[config.mk]
export PLATFORM = sky130hd
export DESIGN_NAME = vagu_seq
export DESIGN_NICKNAME = d
export VERILOG_FILES = /design/src/rtl/vagu_pkg.sv /design/src/rtl/vagu_len_ctl.sv /design/src/rtl/vagu_bitrev.sv /design/src/rtl/vagu_addr_gen.sv /design/src/rtl/vagu_seq.sv
export SDC_FILE = /design/constraint.sdc
export NUM_CORES = 1
export LEC_CHECK = 0
export BUFFER_PORTS_ARGS = -buffer_cell sky130_fd_sc_hd__buf_4
export CAP_MARGIN = 20
export CORE_MARGIN = 5
export CORE_UTILIZATION = 50
export DETAILED_ROUTE_END_ITERATION = 8
export PLACE_DENSITY = 0.69
export SLEW_MARGIN = 5
export SYNTH_ARGS = -nofsm -noshare
export SYNTH_HDL_FRONTEND = slang
export SYNTH_SLANG_ARGS = --single-unit
export TNS_END_PERCENT = 5
[constraint.sdc]
create_clock -name clk -period 13.25 [get_ports clk]
set_clock_uncertainty 0.2 [all_clocks]
set_input_delay 1.325 -clock clk [delete_from_list [all_inputs] [get_ports clk]]
set_output_delay 1.325 -clock clk [all_outputs]
set_load 0.05 [all_outputs]
[src/rtl/vagu_pkg.sv]
// Package: shared types for the vector address sequencer.
// Assumes: mode encoding is fixed at the block's ports (2 bits).
package vagu_pkg;

    // Addressing mode; the codes match the values driven on the mode port.
    typedef enum logic [1:0] {
        AM_UNIT    = 2'd0,
        AM_ESTRIDE = 2'd1,
        AM_POSTINC = 2'd2,
        AM_BITREV  = 2'd3
    } addr_mode_e;

endpackage

[src/rtl/vagu_len_ctl.sv]
// Module: vagu_len_ctl
// Clamps the requested element count to MAX_LEN and classifies the result:
// zero, power of two, and its base-2 logarithm (valid for powers of two).
// Assumes: MAX_LEN fits in LEN_W bits and in CNT_W bits.
module vagu_len_ctl #(
    parameter int LEN_W   = 8,
    parameter int MAX_LEN = 8,
    parameter int CNT_W   = 4,
    parameter int LG_W    = 2
) (
    input  logic [LEN_W-1:0] req_len,
    output logic [CNT_W-1:0] eff_len,
    output logic             is_zero,
    output logic             is_pow2,
    output logic [LG_W-1:0]  lg2
);

    // Clamp the request to the configured maximum.
    always_comb begin
        if (req_len > LEN_W'(MAX_LEN))
            eff_len = CNT_W'(MAX_LEN);
        else
            eff_len = CNT_W'(req_len);
    end

    // Zero and power-of-two classification.
    always_comb begin
        is_zero = (eff_len == '0);
        is_pow2 = !is_zero && ((eff_len & (eff_len - CNT_W'(1))) == '0);
    end

    // Position of the highest set bit, which is log2 for a power of two.
    always_comb begin
        lg2 = '0;
        for (int i = 0; i < CNT_W; i++) begin
            if (eff_len[i])
                lg2 = LG_W'(i);
        end
    end

endmodule

[src/rtl/vagu_bitrev.sv]
// Module: vagu_bitrev
// Reverses the low 'lg' bits of an element index. The result is a full
// IDX_W-bit reversal shifted down so that only 'lg' bits remain.
// Assumes: idx < 2**lg and lg <= IDX_W.
module vagu_bitrev #(
    parameter int IDX_W = 3,
    parameter int LG_W  = 2
) (
    input  logic [IDX_W-1:0] idx,
    input  logic [LG_W-1:0]  lg,
    output logic [IDX_W-1:0] rev
);

    logic [IDX_W-1:0] full_rev;
    logic [LG_W-1:0]  shamt;

    // Full-width mirror of the index bits.
    for (genvar g = 0; g < IDX_W; g++) begin : g_mirror
        assign full_rev[g] = idx[IDX_W-1-g];
    end

    // Drop the unused high positions so that only lg bits are reversed.
    always_comb begin
        shamt = LG_W'(IDX_W) - lg;
        rev   = full_rev >> shamt;
    end

endmodule

[src/rtl/vagu_addr_gen.sv]
// Module: vagu_addr_gen
// Forms the address and index of the presented element from the captured
// operation state. Purely combinational; all sums wrap at AW bits.
// Assumes: element-stride with zero displacement was already remapped to
// unit-stride by the caller.
module vagu_addr_gen
    import vagu_pkg::*;
#(
    parameter int AW    = 64,
    parameter int IDX_W = 3
) (
    input  addr_mode_e       mode,
    input  logic [AW-1:0]    base,
    input  logic [AW-1:0]    dext,
    input  logic [1:0]       size_log2,
    input  logic [IDX_W-1:0] seq_idx,
    input  logic [IDX_W-1:0] rev_idx,
    input  logic [AW-1:0]    run_base,
    output logic [AW-1:0]    addr,
    output logic [IDX_W-1:0] elem_idx
);

    logic [AW-1:0] unit_off;
    logic [AW-1:0] rev_off;

    // Byte offsets for packed elements at sequential or reversed positions.
    always_comb begin
        unit_off = AW'(seq_idx) << size_log2;
        rev_off  = AW'(rev_idx) << size_log2;
    end

    // Mode selection of the address and reported index.
    always_comb begin
        elem_idx = seq_idx;
        unique case (mode)
            AM_UNIT:    addr = base + dext + unit_off;
            AM_ESTRIDE: addr = base + dext * AW'(seq_idx);
            AM_POSTINC: addr = run_base;
            AM_BITREV: begin
                addr     = base + dext + rev_off;
                elem_idx = rev_idx;
            end
            default:    addr = base;
        endcase
    end

endmodule

[src/rtl/vagu_seq.sv]
// Module: vagu_seq (top)
// Sequences the elements of one vector load/store. It captures the operation
// on start, presents one index/address per cycle under valid/ready, honours
// truncation, and ends with a done pulse that carries the written-back base.
// Assumes: trunc is raised only while out_valid is high; operation inputs
// matter only in the cycle start is accepted. MAX_LEN >= 2.
module vagu_seq
    import vagu_pkg::*;
#(
    parameter int AW      = 64,
    parameter int DISP_W  = 16,
    parameter int LEN_W   = 8,
    parameter int MAX_LEN = 8
) (
    input  logic              clk,
    input  logic              rst_n,
    input  logic              start,
    input  logic [AW-1:0]     base_in,
    input  logic              base_zero,
    input  logic [DISP_W-1:0] disp,
    input  logic [1:0]        size_log2,
    input  logic [1:0]        mode,
    input  logic [LEN_W-1:0]  req_len,
    input  logic              trunc,
    input  logic              out_ready,
    output logic              out_valid,
    output logic [$clog2(MAX_LEN)-1:0] out_idx,
    output logic [AW-1:0]     out_addr,
    output logic              done,
    output logic [AW-1:0]     final_base,
    output logic              err
);

    localparam int CNT_W = $clog2(MAX_LEN + 1);
    localparam int IDX_W = $clog2(MAX_LEN);
    localparam int LG_W  = $clog2(IDX_W + 1);

    // Captured operation state.
    logic             busy_q;
    logic [CNT_W-1:0] cnt_q;
    logic [CNT_W-1:0] len_q;
    logic [LG_W-1:0]  lg_q;
    addr_mode_e       mode_q;
    logic [1:0]       sz_q;
    logic [AW-1:0]    base_q;
    logic [AW-1:0]    dext_q;
    logic [AW-1:0]    run_q;
    logic             done_q;
    logic             err_q;
    logic [AW-1:0]    fbase_q;

    // Decoded inputs at start.
    logic [CNT_W-1:0] eff_len;
    logic             len_zero;
    logic             len_pow2;
    logic [LG_W-1:0]  len_lg2;
    logic [AW-1:0]    base_term;
    logic [AW-1:0]    dext_in;
    addr_mode_e       mode_in;
    logic             accept;
    logic             bad_len;

    // Per-element control.
    logic [IDX_W-1:0] rev_idx;
    logic             last_elem;
    logic             fire;
    logic [AW-1:0]    run_next;

    vagu_len_ctl #(
        .LEN_W  (LEN_W),
        .MAX_LEN(MAX_LEN),
        .CNT_W  (CNT_W),
        .LG_W   (LG_W)
    ) u_len (
        .req_len(req_len),
        .eff_len(eff_len),
        .is_zero(len_zero),
        .is_pow2(len_pow2),
        .lg2    (len_lg2)
    );

    vagu_bitrev #(
        .IDX_W(IDX_W),
        .LG_W (LG_W)
    ) u_rev (
        .idx(cnt_q[IDX_W-1:0]),
        .lg (lg_q),
        .rev(rev_idx)
    );

    vagu_addr_gen #(
        .AW   (AW),
        .IDX_W(IDX_W)
    ) u_agen (
        .mode     (mode_q),
        .base     (base_q),
        .dext     (dext_q),
        .size_log2(sz_q),
        .seq_idx  (cnt_q[IDX_W-1:0]),
        .rev_idx  (rev_idx),
        .run_base (run_q),
        .addr     (out_addr),
        .elem_idx (out_idx)
    );

    // Decode of the operation inputs, used only when start is accepted.
    always_comb begin
        base_term = base_zero ? '0 : base_in;
        dext_in   = {{(AW-DISP_W){disp[DISP_W-1]}}, disp};
        mode_in   = addr_mode_e'(mode);
        if (mode_in == AM_ESTRIDE && disp == '0)
            mode_in = AM_UNIT;
        accept    = start && !busy_q;
        bad_len   = (mode_in == AM_BITREV) && !len_zero && !len_pow2;
    end

    // Handshake and end-of-vector detection.
    always_comb begin
        last_elem = (cnt_q + CNT_W'(1)) == len_q;
        fire      = busy_q && out_ready && !trunc;
        run_next  = run_q + dext_q;
    end

    // Sequencer state: capture, element stepping, truncation and completion.
    always_ff @(posedge clk) begin
        if (!rst_n) begin
            busy_q  <= 1'b0;
            cnt_q   <= '0;
            len_q   <= '0;
            lg_q    <= '0;
            mode_q  <= AM_UNIT;
            sz_q    <= '0;
            base_q  <= '0;
            dext_q  <= '0;
            run_q   <= '0;
            done_q  <= 1'b0;
            err_q   <= 1'b0;
            fbase_q <= '0;
        end else begin
            done_q <= 1'b0;
            if (accept) begin
                cnt_q  <= '0;
                len_q  <= eff_len;
                lg_q   <= len_lg2;
                mode_q <= mode_in;
                sz_q   <= size_log2;
                base_q <= base_term;
                dext_q <= dext_in;
                run_q  <= base_term;
                err_q  <= bad_len;
                if (len_zero || bad_len) begin
                    busy_q  <= 1'b0;
                    done_q  <= 1'b1;
                    fbase_q <= base_term;
                end else begin
                    busy_q  <= 1'b1;
                end
            end else if (busy_q && trunc) begin
                busy_q  <= 1'b0;
                done_q  <= 1'b1;
                fbase_q <= (mode_q == AM_POSTINC) ? run_q : base_q;
            end else if (fire) begin
                cnt_q <= cnt_q + CNT_W'(1);
                if (mode_q == AM_POSTINC)
                    run_q <= run_next;
                if (last_elem) begin
                    busy_q  <= 1'b0;
                    done_q  <= 1'b1;
                    fbase_q <= (mode_q == AM_POSTINC) ? run_next : base_q;
                end
            end
        end
    end

    // Output wiring.
    always_comb begin
        out_valid  = busy_q;
        done       = done_q;
        err        = err_q;
        final_base = fbase_q;
    end

    // ---------------- assertions ----------------

    // a stalled element stays presented and unchanged.
    a_r8_hold_stall: assert property (@(posedge clk) disable iff (!rst_n)
        out_valid && !out_ready && !trunc |=>
            out_valid && $stable(out_addr) && $stable(out_idx));

    // consecutive post-increment addresses differ by the displacement.
    a_r4_postinc_step: assert property (@(posedge clk) disable iff (!rst_n)
        fire && !last_elem && mode_q == AM_POSTINC |=>
            out_addr == $past(out_addr) + $past(dext_q));

    // consecutive unit-stride addresses differ by the element size.
    a_r2_unit_step: assert property (@(posedge clk) disable iff (!rst_n)
        fire && !last_elem && mode_q == AM_UNIT |=>
            out_addr == $past(out_addr) + (AW'(1) << $past(sz_q)));

    // done never coincides with a presented element.
    a_r9_done_excl: assert property (@(posedge clk) disable iff (!rst_n)
        done |-> !out_valid);

    // an error means no element is presented.
    a_r10_err_quiet: assert property (@(posedge clk) disable iff (!rst_n)
        err |-> !out_valid);

    // the element counter never reaches the configured maximum while busy.
    a_r6_len_cap: assert property (@(posedge clk) disable iff (!rst_n)
        out_valid |-> cnt_q < CNT_W'(MAX_LEN));

    // a reversed index stays inside the effective length.
    a_r5_rev_range: assert property (@(posedge clk) disable iff (!rst_n)
        out_valid && mode_q == AM_BITREV |-> CNT_W'(out_idx) < len_q);

    // a start while busy leaves the captured operation untouched.
    a_r12_start_ignored: assert property (@(posedge clk) disable iff (!rst_n)
        out_valid && start |=> $stable(base_q) && $stable(mode_q) && $stable(len_q));

    // truncation ends the vector with done on the next cycle.
    a_r7_trunc_done: assert property (@(posedge clk) disable iff (!rst_n)
        out_valid && trunc |=> done && !out_valid);

endmodule

; ---- Word-level counts from Yosys, hierarchy flattened
; Index checks and enable logic that the tools add are counted.
[classes]
shift = 3
n_mul = 1
n_lt_le_gt_ge = 1
n_eq_ne = 8
addsub = 8
bitwise = 3
n_reduce_logical = 26
muxes = 29
[op_table]
columns = op, n
row1 = 64-bit 2-to-1 mux, 12
row2 = 64-bit adder, 5
row3 = 64-bit case mux with 4 select lines, 1
row4 = 3-bit by 2-bit << shifter with 64-bit output, 2
row5 = 16-bit by 4-bit multiplier with 20-bit output, 1
row6 = 16-bit logical NOT, 1
row7 = 1-bit 2-to-1 mux, 11
row8 = 8-bit by 4-bit > comparator with 1-bit output (second input constant), 1
row9 = 1-bit logical AND, 8
row10 = 4-bit logical NOT, 2
row11 = 2-bit == test (second input constant), 3
row12 = 2-bit 2-to-1 mux, 3
row13 = 3-bit AND reduction, 2
row14 = 3-bit nonzero test, 2
row15 = 4-bit by 1-bit adder with 4-bit output (second input constant), 1
row16 = 4-bit bitwise AND, 1
row17 = 2-bit by 1-bit == test with 1-bit output (second input constant), 2
row18 = 4-bit == test, 1
row19 = 1-bit logical NOT, 4
row20 = 4-bit 2-to-1 mux, 1
row21 = 2-bit AND reduction, 2
row22 = 2-bit nonzero test, 2
row23 = 4-bit by 1-bit subtractor with 4-bit output (second input constant), 1
row24 = 3-bit 2-to-1 mux, 1
row25 = other kinds (8), 9
[totals]
in_bits = 98
regBits = 225
output_inout_bits = 134

; ---- Logic depth before layout (Yosys ltp)
; Gate-level depths: netlist (run 1).
[logic_depth]
word_depth = 11
mapped_depth = 34

; ---- Modules after synthesis
; A second synthesis (run 1) with hierarchy kept.
[unflattened]
hier_cells = 4012
hier_area_um2 = 29301.9
[modules_own_cells]
columns = module, area_each_um2, cells_per_inst, n_inst
row1 = vagu_addr_gen, 15650.0, 2214, 1
row2 = vagu_seq, 13519.2, 1778, 1
row3 = vagu_len_ctl, 88.8, 14, 1
row4 = vagu_bitrev, 43.8, 6, 1

; ---- Worst setup path before layout (run 1)
; OpenSTA, ideal clock, no wires.
[synth_path]
path_kind = register -> output
start = register dext_q[15] (netlist name)
end = output port out_addr[62]
t_arrival_ps = 10518
stages_incl_launch_ff = 25
path_buffers = 1
setup_slack_ps = 1207
required_ps = 11725
path_cell_list = dfxtp_1 > nand2_1 > fa_1 > inv_1 > ha_1 > a21o_1 > a21oi_1 > nor2_1 > nor2_1 > o21ai_0 > o21ai_0 > xnor2_1 > ha_1 > clkbuf_1 > a21oi_1 > o21ai_0 > or3_1 > o31ai_1 > o2111ai_1 > o211ai_1 > o21ai_0 > a311oi_1 > xnor2_1 > a221oi_1 > nor3_1
[synth_between]
elab_chain_cells = 3
[synth_lines]
columns = element, line_no
row1 = 16-bit by 4-bit multiplier with 20-bit output or 64-bit adder (tied branches), "vagu_addr_gen.sv:37, vagu_addr_gen.sv:36, vagu_addr_gen.sv:40"
row2 = 64-bit adder (on tied branches), "vagu_addr_gen.sv:37, vagu_addr_gen.sv:36, vagu_addr_gen.sv:40"
row3 = 64-bit case mux with 4 select lines (*), vagu_addr_gen.sv:35  ; unique case (mode)
row4 = "end, declared", vagu_seq.sv:28  ; output logic [AW-1:0] out_addr,
; Mark *: on every way between the ends. The rest lies on a longest branch, timed or not.

; ---- Worst setup path after layout (run 1)
[layout_path]
start = register cnt_q[2]
end = output port out_addr[57]
[layout_between]
elab_chain_cells = 4
[layout_lines]
columns = element, line_no
row1 = "start, declared", vagu_seq.sv:40  ; logic [CNT_W-1:0] cnt_q;
row2 = "start signal, assigned", vagu_seq.sv:163  ; cnt_q <= cnt_q + CNT_W'(1);
row3 = "parallel branches: the longest is 3 deep, another holds 64-bit adder", n/a
row4 = 64-bit case mux with 4 select lines (*), vagu_addr_gen.sv:35
; Every way passes the cells marked *.

==> flow_summary_export.csv, run 1 <==
group,metric,value,unit
logic_synthesis,synthFlopType,"dfxtp_1",
critical_path,crit_path_max_incr_delay,1.18,ns
clocking,post_cts_resized,0,
logic_synthesis,async_flop_share,0,
logic_synthesis,post-synth-top-area-cell,"dfxtp_1",
routing,viasPerCell,6.473,
clocking,clock-root-buffer,"clkbuf_16",
grt,grt_pass1_vias,25950,
critical_path,crit_slowest_cell,"a2111oi_0",
floorplanning,die_area,56710,sq um
power_and_ir_drop,p_leak,12.55,nW
finish,drive_gt1_frac,0.09808,
worst_hold_path,hold_path_class,"reg2reg",
logic_synthesis,ys_types,99,
placed_design,gp_congestion,0.9985,
routing,wl,103500,um
floorplanning,chipHeight,238.1,um
timing,setup_viol,0,
timing,relSlewSlack,0.1472,
grt,gr-usage-met3,0.04057,
placed_design,place_ws,2.590,ns
run_status,status,"complete, no violations",
critical_path,cp.required,11.73,ns
finish,n_antenna_cell,0,
power_and_ir_drop,intPower,1.487,mW
grt,grt.busiest_layer,"met2",
clocking,cts-buffers-inserted,27,
routing,drc_errors,0,
timing,min_period,11.65,ns
finish,final_area,28880,sq um
critical_path,critPathKind,"reg2out",
power_and_ir_drop,p_comb_frac,0.359,
routing,detail_route.wl_per_cell,23.41,um
floorplanning,core-area,51410,sq um
power_and_ir_drop,seq_power_share,0.316,
timing,drv_slew,0,
finish,area_delta_synth_final,10.96,%
timing,grt_setup_unrepaired,"no",
finish,final_cell_mix,"504 x nand2_1, 425 x a21oi_1, 267 x o21ai_0",
grt,grt-ovfl-total,0,
power_and_ir_drop,peakVddDrop,0.08928,mV
logic_synthesis,syn_nets,4031,
grt,grt_usage,0.3416,
grt,antenna_found_initial,0,
timing,hold_viol,0,
clocking,clkSlewWorstSetupHoldPaths,0.06,ns
clocking,clk_path_buf_depth,3,
finish,final_core_util,0.5617,
critical_path,end_kind,"primary output",
logic_synthesis,synth.top_cell.area_share,0.1731,
timing,worst_pin_slew,1.247,ns
routing,vias,28620,
logic_synthesis,synth_edf_count,0,
clocking,cts.sinks,225,
worst_hold_path,hold_depth,2,
floorplanning,rows,83,
placed_design,place_area,27930,sq um
power_and_ir_drop,p_sw_frac,0.4094,
timing,hold-worst-slack,0.2555,ns
critical_path,cp.arrival,10.13,ns
floorplanning,start_util,0.5062,
finish,layout.nets,4083,
timing,clock.fmax,85.82,MHz
power_and_ir_drop,power,2.517,mW
finish,fin_cells,4422,
critical_path,crit_top_cell,"o21ai_0",
timing,period_share,0.8794,
clocking,post-cts-setup-buffers,0,
critical_path,start_kind,"flip-flop",
finish,final_common_cell,"nand2_1",
logic_synthesis,ys_ff_latch,225,
routing,antenna_left,0,
timing,fin_ws,1.598,ns
grt,grt_use_met2,0.5467,
placed_design,post-dp-hpwl,78890,um
logic_synthesis,ys_warn_count,0,
power_and_ir_drop,clkPwrFrac,0.325,
timing,fin_setup_tns,0,ns
routing,first_pass_iters,6,
grt,grt_max_degree,100,
critical_path,worst-r2r-cell-count,13,
logic_synthesis,syn_area,26020,sq um
logic_synthesis,syn_avg_cell_area,7.091,sq um
clocking,cts_hold_buf,0,
grt,grt_pass1_wl,155100,um
critical_path,crit_fanout,19,
power_and_ir_drop,p_per_area,87.17,nW/um^2
logic_synthesis,synth.area.top_cells,"dfxtp_1 17%, ha_1 12%, a21oi_1 8.2%, nand2_1 7.3%, o21ai_0 5.1%",
floorplanning,dieWidth,238.1,um
clocking,cts_tree,"done",
logic_synthesis,yosysSeqAreaShare,0.1731,
grt,met1_usage,0.4581,
job,maxCapViolations,0,
routing,drt_iter0_drc,3086,
clocking,clk_latency,0.60,ns
power_and_ir_drop,p_sw,1.030,mW
placed_design,dp_cells,4373,
clocking,h-tree-depth,1,
placed_design,io_buffers,231,
logic_synthesis,syn_inst,3670,
floorplanning,pin_count,232,
## registers in the layout (all words and copies together) (netlist names)
name	flops
base_q	64
final_base	64
run_q	64
dext_q	16
cnt_q	4
len_q	4
lg_q	2
mode_q	2
sz_q	2
done	1
err	1
out_valid	1
## cell type report
type	instances	area [sq um]
tap	680	850.8
inverter	138	520.5
clock inverter	12	186.4
timing repair buffer	253	1899
sequential	225	4508
fill	5101	22530
multi-input combinational	3077	20150
clock buffer	37	763.2
## synthesized netlist by cell type, types with 35 or more instances
master	instances
nand2_1	505
a21oi_1	425
o21ai_0	267
ha_1	243
nor2_1	232
dfxtp_1	225
clkbuf_1	198
xnor2_1	141
inv_1	136
a21o_1	109
a31oi_1	90
nand3_1	88
xor2_1	87
nand4_1	70
a221oi_1	64
and2_1	60
nor3_1	59
o211ai_1	53
a211oi_1	49
o21bai_1	36
o21a_1	35
## worst paths after layout
path	start	end	slack (ns)
hold / removal	final_base[5]$_SDFFE_PN0P_	final_base[5]$_SDFFE_PN0P_	0.26
setup reg to reg	dext_q[15]$_SDFFE_PN0P_	final_base[57]$_SDFFE_PN0P_	7.79
hold reg to reg	final_base[5]$_SDFFE_PN0P_	final_base[5]$_SDFFE_PN0P_	0.26
setup / recovery	cnt_q[2]$_SDFFE_PP0P_	out_addr[57]	1.60
## critical path: cells and delay by family, from the launching register on
family	cells	cell delay, ns
AOI/OAI and AO/OA	18	5.76
DFF	1	0.75
and+or+nand+nor	4	1.05
xor gates and xnor gates	1	0.09
adders and majority gates	4	1.38
buffers and inverters	4	0.52
## power groups by stage
stage               combinational (mW)  sequential, mW  clock, mW
floorplan                        0.561           0.838          0
global placement                 0.888           0.808          0
detailed placement               0.888           0.808          0
CTS                              0.893           0.793      0.823
global route                     0.962           0.799      0.844
finish                           0.903           0.796      0.817
## cell families after synthesis
logic type / count (synthesis) / synth area share
flops: 225 / 0.1731
xor+xnor: 228 / 0.07673
mux: 20 / 0.007837
simple gates: 1206 / 0.2186
fa+ha+maj: 264 / 0.1326
buf+inv: 368 / 0.05481
compound gates: 1359 / 0.3364
## per-layer routing
layer	wire length [um]	part of all wire
met1	43180	0.42
met2	45990	0.44
met3	8126	0.078
met4	6234	0.060
met5	0	0
(Power assumes the default switching activity.)
==> run 2: changes to the inputs <==
--- a/config.mk
+++ b/config.mk
@@ -5,12 +5,14 @@
 export SDC_FILE = /design/constraint.sdc
 export NUM_CORES = 1
 export LEC_CHECK = 0
+export ABC_AREA = 1
 export BUFFER_PORTS_ARGS = -buffer_cell sky130_fd_sc_hd__buf_4
 export CAP_MARGIN = 20
 export CORE_MARGIN = 5
 export CORE_UTILIZATION = 50
 export DETAILED_ROUTE_END_ITERATION = 8
-export PLACE_DENSITY = 0.69
+export PLACE_DENSITY = 0.68
+export REMOVE_ABC_BUFFERS = 1
 export SLEW_MARGIN = 5
 export SYNTH_ARGS = -nofsm -noshare
 export SYNTH_HDL_FRONTEND = slang
==> flow_summary_export.csv, run 2 <==
group,metric,value,unit
timing,worst_pin_slew,1.120,ns
timing,fin_setup_tns,0,ns
clocking,clock-root-buffer,"clkbuf_16",
clocking,post-cts-setup-buffers,0,
logic_synthesis,synthTopCellsByCount,"1643 x nand2_1, 851 x inv_1, 497 x nor2_1",
finish,final_cell_mix,"1641 x nand2_1, 850 x inv_1, 494 x nor2_1",
grt,antenna_found_initial,4,
critical_path,critPathKind,"reg2out",
timing,setup_viol,0,
logic_synthesis,syn_avg_cell_area,5.578,sq um
critical_path,cp.arrival,7.50,ns
critical_path,r2r_slack,8.70,ns
finish,drive_gt1_frac,0.07619,
logic_synthesis,post-synth-top-area-cell,"nand2_1",
timing,relSlewSlack,0.2536,
power_and_ir_drop,p_sw,1.275,mW
floorplanning,rows,90,
timing,grt_setup_unrepaired,"no",
power_and_ir_drop,power,2.704,mW
critical_path,cp.required,11.73,ns
critical_path,end_kind,"primary output",
finish,layout.nets,5909,
timing,hold_viol,0,
clocking,cts_tree,"done",
power_and_ir_drop,p_leak,16.89,nW
clocking,h-tree-depth,1,
routing,viasPerCell,5.843,
floorplanning,pin_count,232,
power_and_ir_drop,clkPwrFrac,0.242,
power_and_ir_drop,p_per_area,81.15,nW/um^2
power_and_ir_drop,intPower,1.428,mW
critical_path,crit_slowest_cell,"dfxtp_1",
grt,grt_pass1_wl,197700,um
clocking,clkSlewWorstSetupHoldPaths,0.07,ns
floorplanning,start_util,0.5025,
clocking,clk_latency,0.58,ns
grt,grt_usage,0.3829,
timing,clock.fmax,110.8,MHz
logic_synthesis,ys_types,59,
timing,min_period,9.022,ns
critical_path,start_kind,"flip-flop",
logic_synthesis,ys_ff_latch,225,
power_and_ir_drop,peakVddDrop,0.1124,mV
worst_hold_path,hold_start,"run_q[12]$_SDFFE_PN0P_",
placed_design,post-dp-hpwl,109500,um
logic_synthesis,syn_area,30160,sq um
critical_path,r2r_end,"final_base[35]$_SDFFE_PN0P_",
grt,grt_max_degree,106,
placed_design,gp_congestion,1.047,
critical_path,crit_top_cell,"nand2_1",
logic_synthesis,yosysSeqAreaShare,0.1493,
floorplanning,die_area,65330,sq um
logic_synthesis,syn_inst,5407,
logic_synthesis,async_flop_share,0,
logic_synthesis,synthFlopType,"dfxtp_1",
routing,antenna_left,0,
routing,wl,133300,um
critical_path,crit_path_max_incr_delay,0.83,ns
timing,period_share,0.6809,
worst_hold_path,hold_depth,2,
critical_path,regToRegStartpoint,"dext_q[15]$_SDFFE_PN0P_",
placed_design,io_buffers,231,
logic_synthesis,synth_most_common_cell,"nand2_1",
finish,final_common_cell,"nand2_1",
clocking,post_cts_resized,0,
job,maxCapViolations,0,
floorplanning,core-area,60020,sq um
power_and_ir_drop,seq_power_share,0.303,
grt,grt_pass1_vias,33720,
clocking,cts-buffers-inserted,23,
floorplanning,dieWidth,255.6,um
clocking,cts_hold_buf,0,
logic_synthesis,ys_warn_count,0,
routing,drc_errors,0,
routing,drt_iter0_drc,4601,
logic_synthesis,synth.top_cell.area_share,0.2045,
worst_hold_path,hold_path_class,"reg2reg",
clocking,clk_path_buf_depth,3,
routing,first_pass_iters,6,
grt,grt-ovfl-total,0,
worst_hold_path,min_to,"run_q[12]$_SDFFE_PN0P_",
floorplanning,chipHeight,255.6,um
clocking,cts.sinks,225,
logic_synthesis,synth_edf_count,0,
run_status,status,"complete, no violations",
power_and_ir_drop,p_sw_frac,0.4717,
critical_path,crit_fanout,21,
routing,vias,37090,
critical_path,worst-r2r-cell-count,13,
timing,drv_slew,0,
finish,area_delta_synth_final,10.46,%
routing,detail_route.wl_per_cell,21.00,um
power_and_ir_drop,p_comb_frac,0.455,
logic_synthesis,synth.area.top_cells,"nand2_1 20%, dfxtp_1 15%, inv_1 11%, ha_1 10%, o21ai_0 7.1%",
## run 2: worst max-delay path by stage
stage	from	to	depth (start not counted)
after floorplan	dext_q[15]$_SDFFE_PN0P_	out_addr[37]	21
after global placement	cnt_q[1]$_SDFFE_PP0P_	out_addr[42]	35
after detailed placement	cnt_q[1]$_SDFFE_PP0P_	out_addr[42]	35
after CTS	cnt_q[1]$_SDFFE_PP0P_	out_addr[42]	35
after global routing	cnt_q[2]$_SDFFE_PP0P_	out_addr[42]	35
final	cnt_q[1]$_SDFFE_PP0P_	out_addr[26]	31
## run 2: power groups by stage
stage | Clock, mW | Combinational (mW) | Sequential, mW
6_report | 0.654 | 1.23 | 0.820
5_1_grt | 0.680 | 1.31 | 0.822
4_1_cts | 0.652 | 1.20 | 0.812
3_5_place_dp | 0 | 1.19 | 0.827
3_3_place_gp | 0 | 1.19 | 0.826
2_1_floorplan | 0 | 0.722 | 0.864
## run 2: layer usage
layer  track usage  share of wire  vias to the layer above
met3       0.07103           0.12                      304
met1        0.5364           0.42                    17030
met2        0.5835           0.42                     1903
met5             0              0                        -
li1              -              -                    17850
met4        0.1511          0.048                        0
## run 2: layout make-up
class,instances,area [sq um]
Tap cell,782,978.4
Timing Repair Buffer,254,1907
Multi-Input combinational cell,4172,21920
Inverter,872,3274
Antenna cell,1,2.502
Sequential cell,225,4508
Clock buffer,34,656.9
Clock inverter,8,68.82
Fill cell,6473,26700
## run 2: cell families (layout without fill, tap and decap cells)
| kind of cell | Yosys count | in the layout | synth area share |
|---|---|---|---|
| adder cells (fa/ha/maj) | 263 | 263 | 0.1141 |
| flip-flops | 225 | 225 | 0.1493 |
| other | 0 | 1 | 0 |
| AND/OR/NAND/NOR | 2656 | 2656 | 0.3654 |
| XOR/XNOR | 114 | 114 | 0.03335 |
| buffers and inverters | 1010 | 1168 | 0.1258 |
| AO/OA/AOI/OAI | 1139 | 1139 | 0.2120 |
## run 2: per-stage QoR
step / area [sq um] / worst slack (ns) / util / std cells / hold WS, ns
after detailed placement: 32590 / 5.019 / 0.5430 / 6305 / 0.2708
after CTS: 33310 / 4.391 / 0.5551 / 6347 / 0.2872
final: 33320 / 4.228 / 0.5551 / 6348 / 0.2890
after floorplan: 29640 / 2.659 / - / 5269 / 0.2476
after global routing: 33320 / 3.625 / 0.5551 / 6348 / 0.2993
after global placement: 32590 / 5.144 / 0.5430 / 6305 / 0.2667
## run 2: critical path: cells and delay by family (launching register included)
kind | cells | cell delay, ns
buffers and inverters | 4 | 0.46
adder cells (fa/ha/maj) | 5 | 1.58
AO/OA/AOI/OAI | 10 | 2.70
flip-flops | 1 | 0.83
AND/OR/NAND/NOR | 12 | 1.38
